### src/rtl/rstc_pkg.sv
`timescale 1ns/1ps
package rstc_pkg;
  localparam int NSRC    = 6;
  localparam int IDX_POR = 0;
  localparam int IDX_UV  = 1;
  localparam int IDX_MAN = 2;
  localparam int IDX_WDG = 3;
  localparam int IDX_SW  = 4;
  localparam int IDX_IAF = 5;
  typedef logic [NSRC-1:0] cause_t;
endpackage

### src/rtl/rstc_sync.sv
`timescale 1ns/1ps
module rstc_sync #(
  parameter int           W       = 2,
  parameter logic [W-1:0] RST_VAL = '0
) (
  input  logic         clk,
  input  logic         arst_n,
  input  logic [W-1:0] d,
  output logic [W-1:0] q
);
  for (genvar g = 0; g < W; g++) begin : g_bit
    logic s1_q, s2_q;
    always_ff @(posedge clk or negedge arst_n) begin
      if (!arst_n) begin
        s1_q <= RST_VAL[g];
        s2_q <= RST_VAL[g];
      end else begin
        s1_q <= d[g];
        s2_q <= s1_q;
      end
    end
    assign q[g] = s2_q;
  end
endmodule

### src/rtl/rstc_fetch_guard.sv
`timescale 1ns/1ps
module rstc_fetch_guard #(
  parameter int PAGE_W = 6,
  parameter int SIZE_W = PAGE_W + 1
) (
  input  logic              clk,
  input  logic              arst_n,
  input  logic              fetch_valid,
  input  logic [PAGE_W-1:0] fetch_page,
  input  logic              ext_prog_en,
  input  logic [SIZE_W-1:0] size_kb,
  input  logic              direct_mode,
  output logic              rst_hit,
  output logic              irq_n
);
  localparam logic [SIZE_W-1:0] FULL_V = SIZE_W'(1 << PAGE_W);

  logic armed, illegal, irq_q, irq_d;

  always_comb begin
    armed   = !ext_prog_en && (size_kb != '0) && (size_kb < FULL_V);
    illegal = fetch_valid && armed && (SIZE_W'(fetch_page) >= size_kb);
    rst_hit = illegal && direct_mode;
    irq_d   = !(illegal && !direct_mode);
  end

  always_ff @(posedge clk or negedge arst_n) begin
    if (!arst_n) irq_q <= 1'b1;
    else         irq_q <= irq_d;
  end
  assign irq_n = irq_q;

  a_r7_ext_mem_off: assert property (@(posedge clk) disable iff (!arst_n)
    (fetch_valid && ext_prog_en) |=> irq_n);
  a_r8_irq_needs_fetch: assert property (@(posedge clk) disable iff (!arst_n)
    (!irq_n && $past(arst_n)) |-> $past(fetch_valid && !direct_mode));
endmodule

### src/rtl/rstc_swreq.sv
`timescale 1ns/1ps
module rstc_swreq #(
  parameter int DELAY = 8
) (
  input  logic clk,
  input  logic arst_n,
  input  logic req,
  input  logic hold,
  output logic fire
);
  localparam int DW = $clog2(DELAY + 1);
  localparam logic [DW-1:0] DELAY_V = DW'(DELAY);

  logic          req_q;
  logic [DW-1:0] dcnt_q, dcnt_d;
  logic          rise;

  always_comb begin
    rise   = req && !req_q && !hold && (dcnt_q == '0);
    dcnt_d = dcnt_q;
    if (rise)                dcnt_d = DELAY_V;
    else if (dcnt_q != '0)   dcnt_d = dcnt_q - DW'(1);
    fire   = (dcnt_q == DW'(1));
  end

  always_ff @(posedge clk or negedge arst_n) begin
    if (!arst_n) begin
      req_q  <= 1'b0;
      dcnt_q <= '0;
    end else begin
      req_q  <= req;
      dcnt_q <= dcnt_d;
    end
  end

  a_r6_single_fire: assert property (@(posedge clk) disable iff (!arst_n)
    fire |=> !fire);
endmodule

### src/rtl/rstc_seq.sv
`timescale 1ns/1ps
module rstc_seq #(
  parameter int STRETCH  = 1024,
  parameter int FAST_LEN = 16
) (
  input  logic clk,
  input  logic arst_n,
  input  logic dly_cond,
  input  logic fast_evt,
  input  logic wdg_evt,
  output logic core_rst_n,
  output logic periph_rst_n
);
  localparam int MAXV = (STRETCH > FAST_LEN) ? STRETCH : FAST_LEN;
  localparam int CW   = $clog2(MAXV + 1);
  localparam logic [CW-1:0] STR_V  = CW'(STRETCH);
  localparam logic [CW-1:0] FAST_V = CW'(FAST_LEN);

  logic [CW-1:0] cnt_q, cnt_d;
  logic          per_q, per_d;
  logic          core_q, core_d;

  always_comb begin
    cnt_d = cnt_q;
    if (dly_cond)
      cnt_d = STR_V;
    else if (fast_evt)
      cnt_d = (cnt_q > FAST_V) ? cnt_q - CW'(1) : FAST_V;
    else if (cnt_q != '0)
      cnt_d = cnt_q - CW'(1);
    core_d = (cnt_d == '0);
    per_d  = (per_q || wdg_evt) && (cnt_d != '0);
  end

  always_ff @(posedge clk or negedge arst_n) begin
    if (!arst_n) begin
      cnt_q  <= STR_V;
      per_q  <= 1'b1;
      core_q <= 1'b0;
    end else begin
      cnt_q  <= cnt_d;
      per_q  <= per_d;
      core_q <= core_d;
    end
  end

  assign core_rst_n   = core_q;
  assign periph_rst_n = !per_q;

  a_r2_delayed_hold: assert property (@(posedge clk) disable iff (!arst_n)
    dly_cond |=> !core_rst_n);
  a_r4_fast_assert: assert property (@(posedge clk) disable iff (!arst_n)
    fast_evt |=> !core_rst_n);
  a_r4_wdg_periph: assert property (@(posedge clk) disable iff (!arst_n)
    wdg_evt |=> !periph_rst_n);
  a_r5_periph_within_core: assert property (@(posedge clk) disable iff (!arst_n)
    !periph_rst_n |-> !core_rst_n);
endmodule

### src/rtl/rstc_cause.sv
`timescale 1ns/1ps
module rstc_cause
  import rstc_pkg::*;
(
  input  logic   clk,
  input  logic   arst_n,
  input  cause_t set,
  input  cause_t clr,
  output cause_t cause,
  output logic   last_cold
);
  cause_t cause_q, cause_d;
  logic   cold_q, cold_d;

  always_comb begin
    cause_d = (cause_q & ~clr) | set;
    cold_d  = (|set) ? 1'b0 : cold_q;
  end

  always_ff @(posedge clk or negedge arst_n) begin
    if (!arst_n) begin
      cause_q <= cause_t'(1) << IDX_POR;
      cold_q  <= 1'b1;
    end else begin
      cause_q <= cause_d;
      cold_q  <= cold_d;
    end
  end

  assign cause     = cause_q;
  assign last_cold = cold_q;

  for (genvar i = 0; i < NSRC; i++) begin : g_chk
    a_r10_sticky: assert property (@(posedge clk) disable iff (!arst_n)
      (cause[i] && !clr[i]) |=> cause[i]);
    a_r10_set_wins: assert property (@(posedge clk) disable iff (!arst_n)
      set[i] |=> cause[i]);
  end
  a_r11_warm_clears: assert property (@(posedge clk) disable iff (!arst_n)
    (|set) |=> !last_cold);
endmodule

### src/rtl/rst_supervisor.sv
`timescale 1ns/1ps
module rst_supervisor
  import rstc_pkg::*;
#(
  parameter int ADDR_W   = 16,
  parameter int GRAN_LOG = 10,
  parameter int SIZE_W   = ADDR_W - GRAN_LOG + 1,
  parameter int STRETCH  = 1024,
  parameter int FAST_LEN = 16,
  parameter int SW_DELAY = 8
) (
  input  logic              clk,
  input  logic              por_n,
  input  logic              uv_trip,
  input  logic              mrst_n,
  input  logic              wdt_trip,
  input  logic              sw_req,
  input  logic              fetch_valid,
  input  logic [ADDR_W-1:0] fetch_addr,
  input  logic              ext_prog_en,
  input  logic [SIZE_W-1:0] pmem_kb,
  input  logic              iaf_direct,
  input  logic [NSRC-1:0]   cause_w1c,
  output logic              core_rst_n,
  output logic              periph_rst_n,
  output logic              iaf_irq_n,
  output logic [NSRC-1:0]   rst_cause,
  output logic              last_cold
);
  localparam int PAGE_W = ADDR_W - GRAN_LOG;

  logic [1:0] sync_q;
  logic       uv_s, man_s, sw_fire, iaf_rst, fast_evt;
  cause_t     set_v;
  logic       unused_low;

  assign unused_low = ^fetch_addr[GRAN_LOG-1:0];

  rstc_sync #(.W(2), .RST_VAL(2'b00)) u_sync (
    .clk(clk), .arst_n(por_n), .d({uv_trip, !mrst_n}), .q(sync_q));
  assign uv_s  = sync_q[1];
  assign man_s = sync_q[0];

  rstc_fetch_guard #(.PAGE_W(PAGE_W), .SIZE_W(SIZE_W)) u_guard (
    .clk(clk), .arst_n(por_n), .fetch_valid(fetch_valid),
    .fetch_page(fetch_addr[ADDR_W-1:GRAN_LOG]), .ext_prog_en(ext_prog_en),
    .size_kb(pmem_kb), .direct_mode(iaf_direct),
    .rst_hit(iaf_rst), .irq_n(iaf_irq_n));

  rstc_swreq #(.DELAY(SW_DELAY)) u_swreq (
    .clk(clk), .arst_n(por_n), .req(sw_req), .hold(!core_rst_n), .fire(sw_fire));

  assign fast_evt = man_s || wdt_trip || sw_fire || iaf_rst;

  rstc_seq #(.STRETCH(STRETCH), .FAST_LEN(FAST_LEN)) u_seq (
    .clk(clk), .arst_n(por_n), .dly_cond(uv_s), .fast_evt(fast_evt),
    .wdg_evt(wdt_trip), .core_rst_n(core_rst_n), .periph_rst_n(periph_rst_n));

  always_comb begin
    set_v          = '0;
    set_v[IDX_UV]  = uv_s;
    set_v[IDX_MAN] = man_s;
    set_v[IDX_WDG] = wdt_trip;
    set_v[IDX_SW]  = sw_fire;
    set_v[IDX_IAF] = iaf_rst;
  end

  rstc_cause u_cause (
    .clk(clk), .arst_n(por_n), .set(set_v), .clr(cause_w1c),
    .cause(rst_cause), .last_cold(last_cold));
endmodule

### config.mk
export PLATFORM = sky130hd
export DESIGN_NAME = rst_supervisor
export DESIGN_NICKNAME = d
export VERILOG_FILES = /design/src/rtl/rstc_pkg.sv /design/src/rtl/rstc_sync.sv /design/src/rtl/rstc_fetch_guard.sv /design/src/rtl/rstc_swreq.sv /design/src/rtl/rstc_seq.sv /design/src/rtl/rstc_cause.sv /design/src/rtl/rst_supervisor.sv
export SDC_FILE = /design/constraint.sdc
export NUM_CORES = 1
export LEC_CHECK = 0
export ABC_CLOCK_PERIOD_IN_PS = 5100
export BUFFER_PORTS_ARGS = -buffer_cell sky130_fd_sc_hd__buf_2
export CORE_MARGIN = 5
export CORE_UTILIZATION = 30
export DETAILED_ROUTE_END_ITERATION = 8
export GPL_TIMING_DRIVEN = 0
export PLACE_DENSITY_LB_ADDON = 0.12
export SLEW_MARGIN = 0
export SYNTH_ARGS = -nofsm -noshare
export SYNTH_HDL_FRONTEND = slang
export SYNTH_SLANG_ARGS = --single-unit
### constraint.sdc
create_clock -name clk -period 5.1 [get_ports clk]
set_input_delay 0.51 -clock clk [delete_from_list [all_inputs] [get_ports clk]]
set_output_delay 0.51 -clock clk [all_outputs]
set_load 0.005 [all_outputs]
==> results_dict.tcl <==
set metrics [dict create \
    outcome "complete, no violations" \
    slowest_delay_ps 570 \
    die_w_um 85.1 \
    required_ps 5320 \
    synth-xor-area-share 0.0518 \
    htreeDepth 2 \
    cts.sinks 30 \
    ys_seq_elements 30 \
    fillers 576 \
    synth.area.mux_share 0 \
    start_util 0.307 \
    path_buf_inv 1 \
    cp_data_arrival_time_ps 2670 \
    cts_tree "yes" \
    avgViaCountPerCell 4.69 \
    antenna_found_initial 0 \
    synthSimpleGateAreaFrac 0.214 \
    drtAntennaViolNets 0 \
    instances_no_fill 288 \
    die_h_um 85.1 \
    hold_class "input port to asynchronous set/reset pin" \
    synthAdderAreaFrac 0.0814 \
    final_max_slew_viol_count 0 \
    p_sw_frac 0.378 \
    relSlewSlack 0.553 \
    portBuffers 37 \
    core_area_um2 5510 \
    finalClockSkew_ps 9.64 \
    rsz0062_at_grt "false" \
    cellPowerDensity_nw_per_um2 464 \
    cts-resized-gates 0 \
    cp_slowest_cell "or4b_1" \
    n_antenna_cell 0 \
    grt_max_degree 31 \
    grt_first_pass_wirelength_um 6320 \
    die_area_um2 7240 \
    tns_ps 0 \
    ys_top_cells_by_count "25 x dfrtp_1, 17 x inv_1, 17 x nor2_1" \
    synth-async-reset-ratio 1.00 \
    synth_compound_area_frac 0.163 \
    stdcell_area_um2 2060 \
    row_count 27 \
    cts_root_buffer "clkbuf_8" \
    cp_top_family "simple AND/OR/NAND/NOR gates" \
    hold_violations 0 \
    vias 1351 \
    crit_fanout 7 \
    routed_wl_um 3630 \
    yosys.area.top_type "dfrtp_1" \
    synth_top_family_by_area "simple AND/OR/NAND/NOR gates" \
    ir_drop_uv 236 \
    place.gp.congestion 0.785 \
    wl_per_cell_um 12.6 \
    drt_iter0_markers 55 \
    yosysMostFrequentCell "dfrtp_1" \
    clock_path_buffers 2 \
    max_freq_mhz 407 \
    syn_nets 220 \
    synth_area_leaders "dfrtp_1 37%, ha_1 8.1%, dfstp_2 7.8%" \
    layout-drive-gt1-share 0.269 \
    drc 0 \
    place_inst 280 \
    hold_slack_ps 259 \
    power_frac_clock 0.205 \
    grt_overflow 0 \
    ys.flop_type "dfrtp_1" \
    cts_buffers 5 \
    path_clk_slew_ps 70 \
    ff2ff_setup_slack_ps 2650 \
    yosys_warnings 0 \
    pin_count 48 \
    post-dp-hpwl_um 2740 \
    cts_hold_buffers 0 \
    ys_seq_area_frac 0.448 \
    worst_skew_pair.late_latency_ps 280 \
    post-route-period-util 0.481 \
    setup.worst_path.start_class "flip-flop" \
    fin_crit_ps 2450 \
    syn_area_um2 1690 \
    critPathKind "flip-flop to flip-flop" \
    synth.distinct_cells 45 \
    worst_pin_slew_ps 671 \
    drt_first_pass_iters 4 \
    yosysTopAreaCellShare 0.370 \
    finalSetupViolCount 0 \
    crit_chain "inv_1 > ha_1 > or4b_1 > nor3_1 > xnor2_1 > nand4_1 > a31oi_2 > o21a_1" \
    endpoint_kind "flip-flop" \
    synth_area_per_cell_um2 9.89 \
    grt_use_total 0.108 \
    pwr-share-comb 0.398 \
    power.share.sequential 0.397 \
    multi_input_area_um2 862 \
    synth_edf_count 0 \
    synth_cells 171 \
    ff_latch_area_um2 757 \
    leakagePower_nw 0.991 \
    grt_pass1_vias 1404 \
    nNetsFinal 264 \
    netSwitchingPower_mw 0.360 \
    p_int_mw 0.593 \
    post_cts_buffers 0 \
    cap_violations 0 \
    synthToLayoutAreaGrowth_pct 21.7 \
    place_area_um2 1970 \
]
==> state kept, by name, indices dropped and copies added, names as in the netlist <==
register,count
u_swreq.req_q,1
u_seq.core_rst_n,1
u_seq.per_q,1
u_seq.cnt_q,11
u_guard.irq_n,1
u_swreq.dcnt_q,4
u_cause.last_cold,1
u_sync.g_bit.s1_q,2
u_cause.cause,6
u_sync.g_bit.s2_q,2
==> final cells by class <==
type                            count  area share
Clock buffer                        7      0.0420
Timing Repair Buffer               37      0.0900
Inverter                           17      0.0310
Tap cell                           72      0.0438
Buffer                              2     0.00365
Clock inverter                      1     0.00243
Multi-Input combinational cell    122       0.419
Sequential cell                    30       0.368
==> placed cells by master (no fill, tap or decap), types with 4 or more instances in the layout <==
master    instances
dfstp_2           5
inv_1            17
xnor2_1           8
a21o_1            4
ha_1             11
buf_2            37
nor2b_1           4
o21ai_0           7
clkbuf_8          6
a21oi_1           7
nand2_1          12
nor2_1           17
nor3_1            7
dfrtp_1          25
==> metal layers <==
metal  vias to the layer above  wire length (um)  track usage
met1                       623              1790        0.136
met3                         6               243       0.0311
li1                        687                 -            -
met5                         -                 0            0
met4                         0                54       0.0432
met2                        35              1540        0.174
==> through the flow <==
step	setup WS, ps	power (mW)	util
2_1_floorplan	2970	0.669	-
3_3_place_gp	2660	0.765	0.357
3_5_place_dp	2660	0.766	0.357
4_1_cts	2620	0.971	0.374
5_1_grt	2480	1.04	0.374
6_report	2650	0.954	0.374
==> logic make-up after synthesis <==
kind of cell,after synthesis
AND/OR/NAND/NOR,64
AO/OA/AOI/OAI,37
flip-flops,30
buffers and inverters,19
adder cells (fa/ha/maj),11
XOR/XNOR,10
==> final timing paths <==
path,depth (start not counted),to,startpoint
worst max-delay path,8,u_seq.core_rst_n$_DFF_PN0_,u_seq.cnt_q[0]$_DFF_PN0_
worst min-delay path,1,u_swreq.dcnt_q[1]$_DFFE_PN0P_,por_n
worst max register to register,8,u_seq.core_rst_n$_DFF_PN0_,u_seq.cnt_q[0]$_DFF_PN0_
worst min register to register,0,u_sync.g_bit[1].s2_q$_DFF_PN0_,u_sync.g_bit[1].s1_q$_DFF_PN0_
max in group asynchronous,1,u_seq.cnt_q[5]$_DFF_PN0_,por_n
min in group clk,1,u_sync.g_bit[1].s1_q$_DFF_PN0_,uv_trip
==> power groups by stage <==
stage	registers, mW	clock network [mW]	logic (mW)
after global placement	0.383	0	0.383
final	0.378	0.196	0.380
after global routing	0.391	0.220	0.434
after floorplan	0.366	0	0.304
after detailed placement	0.383	0	0.383
after CTS	0.379	0.206	0.386
No activity file was read; power rests on OpenSTA's default activity.
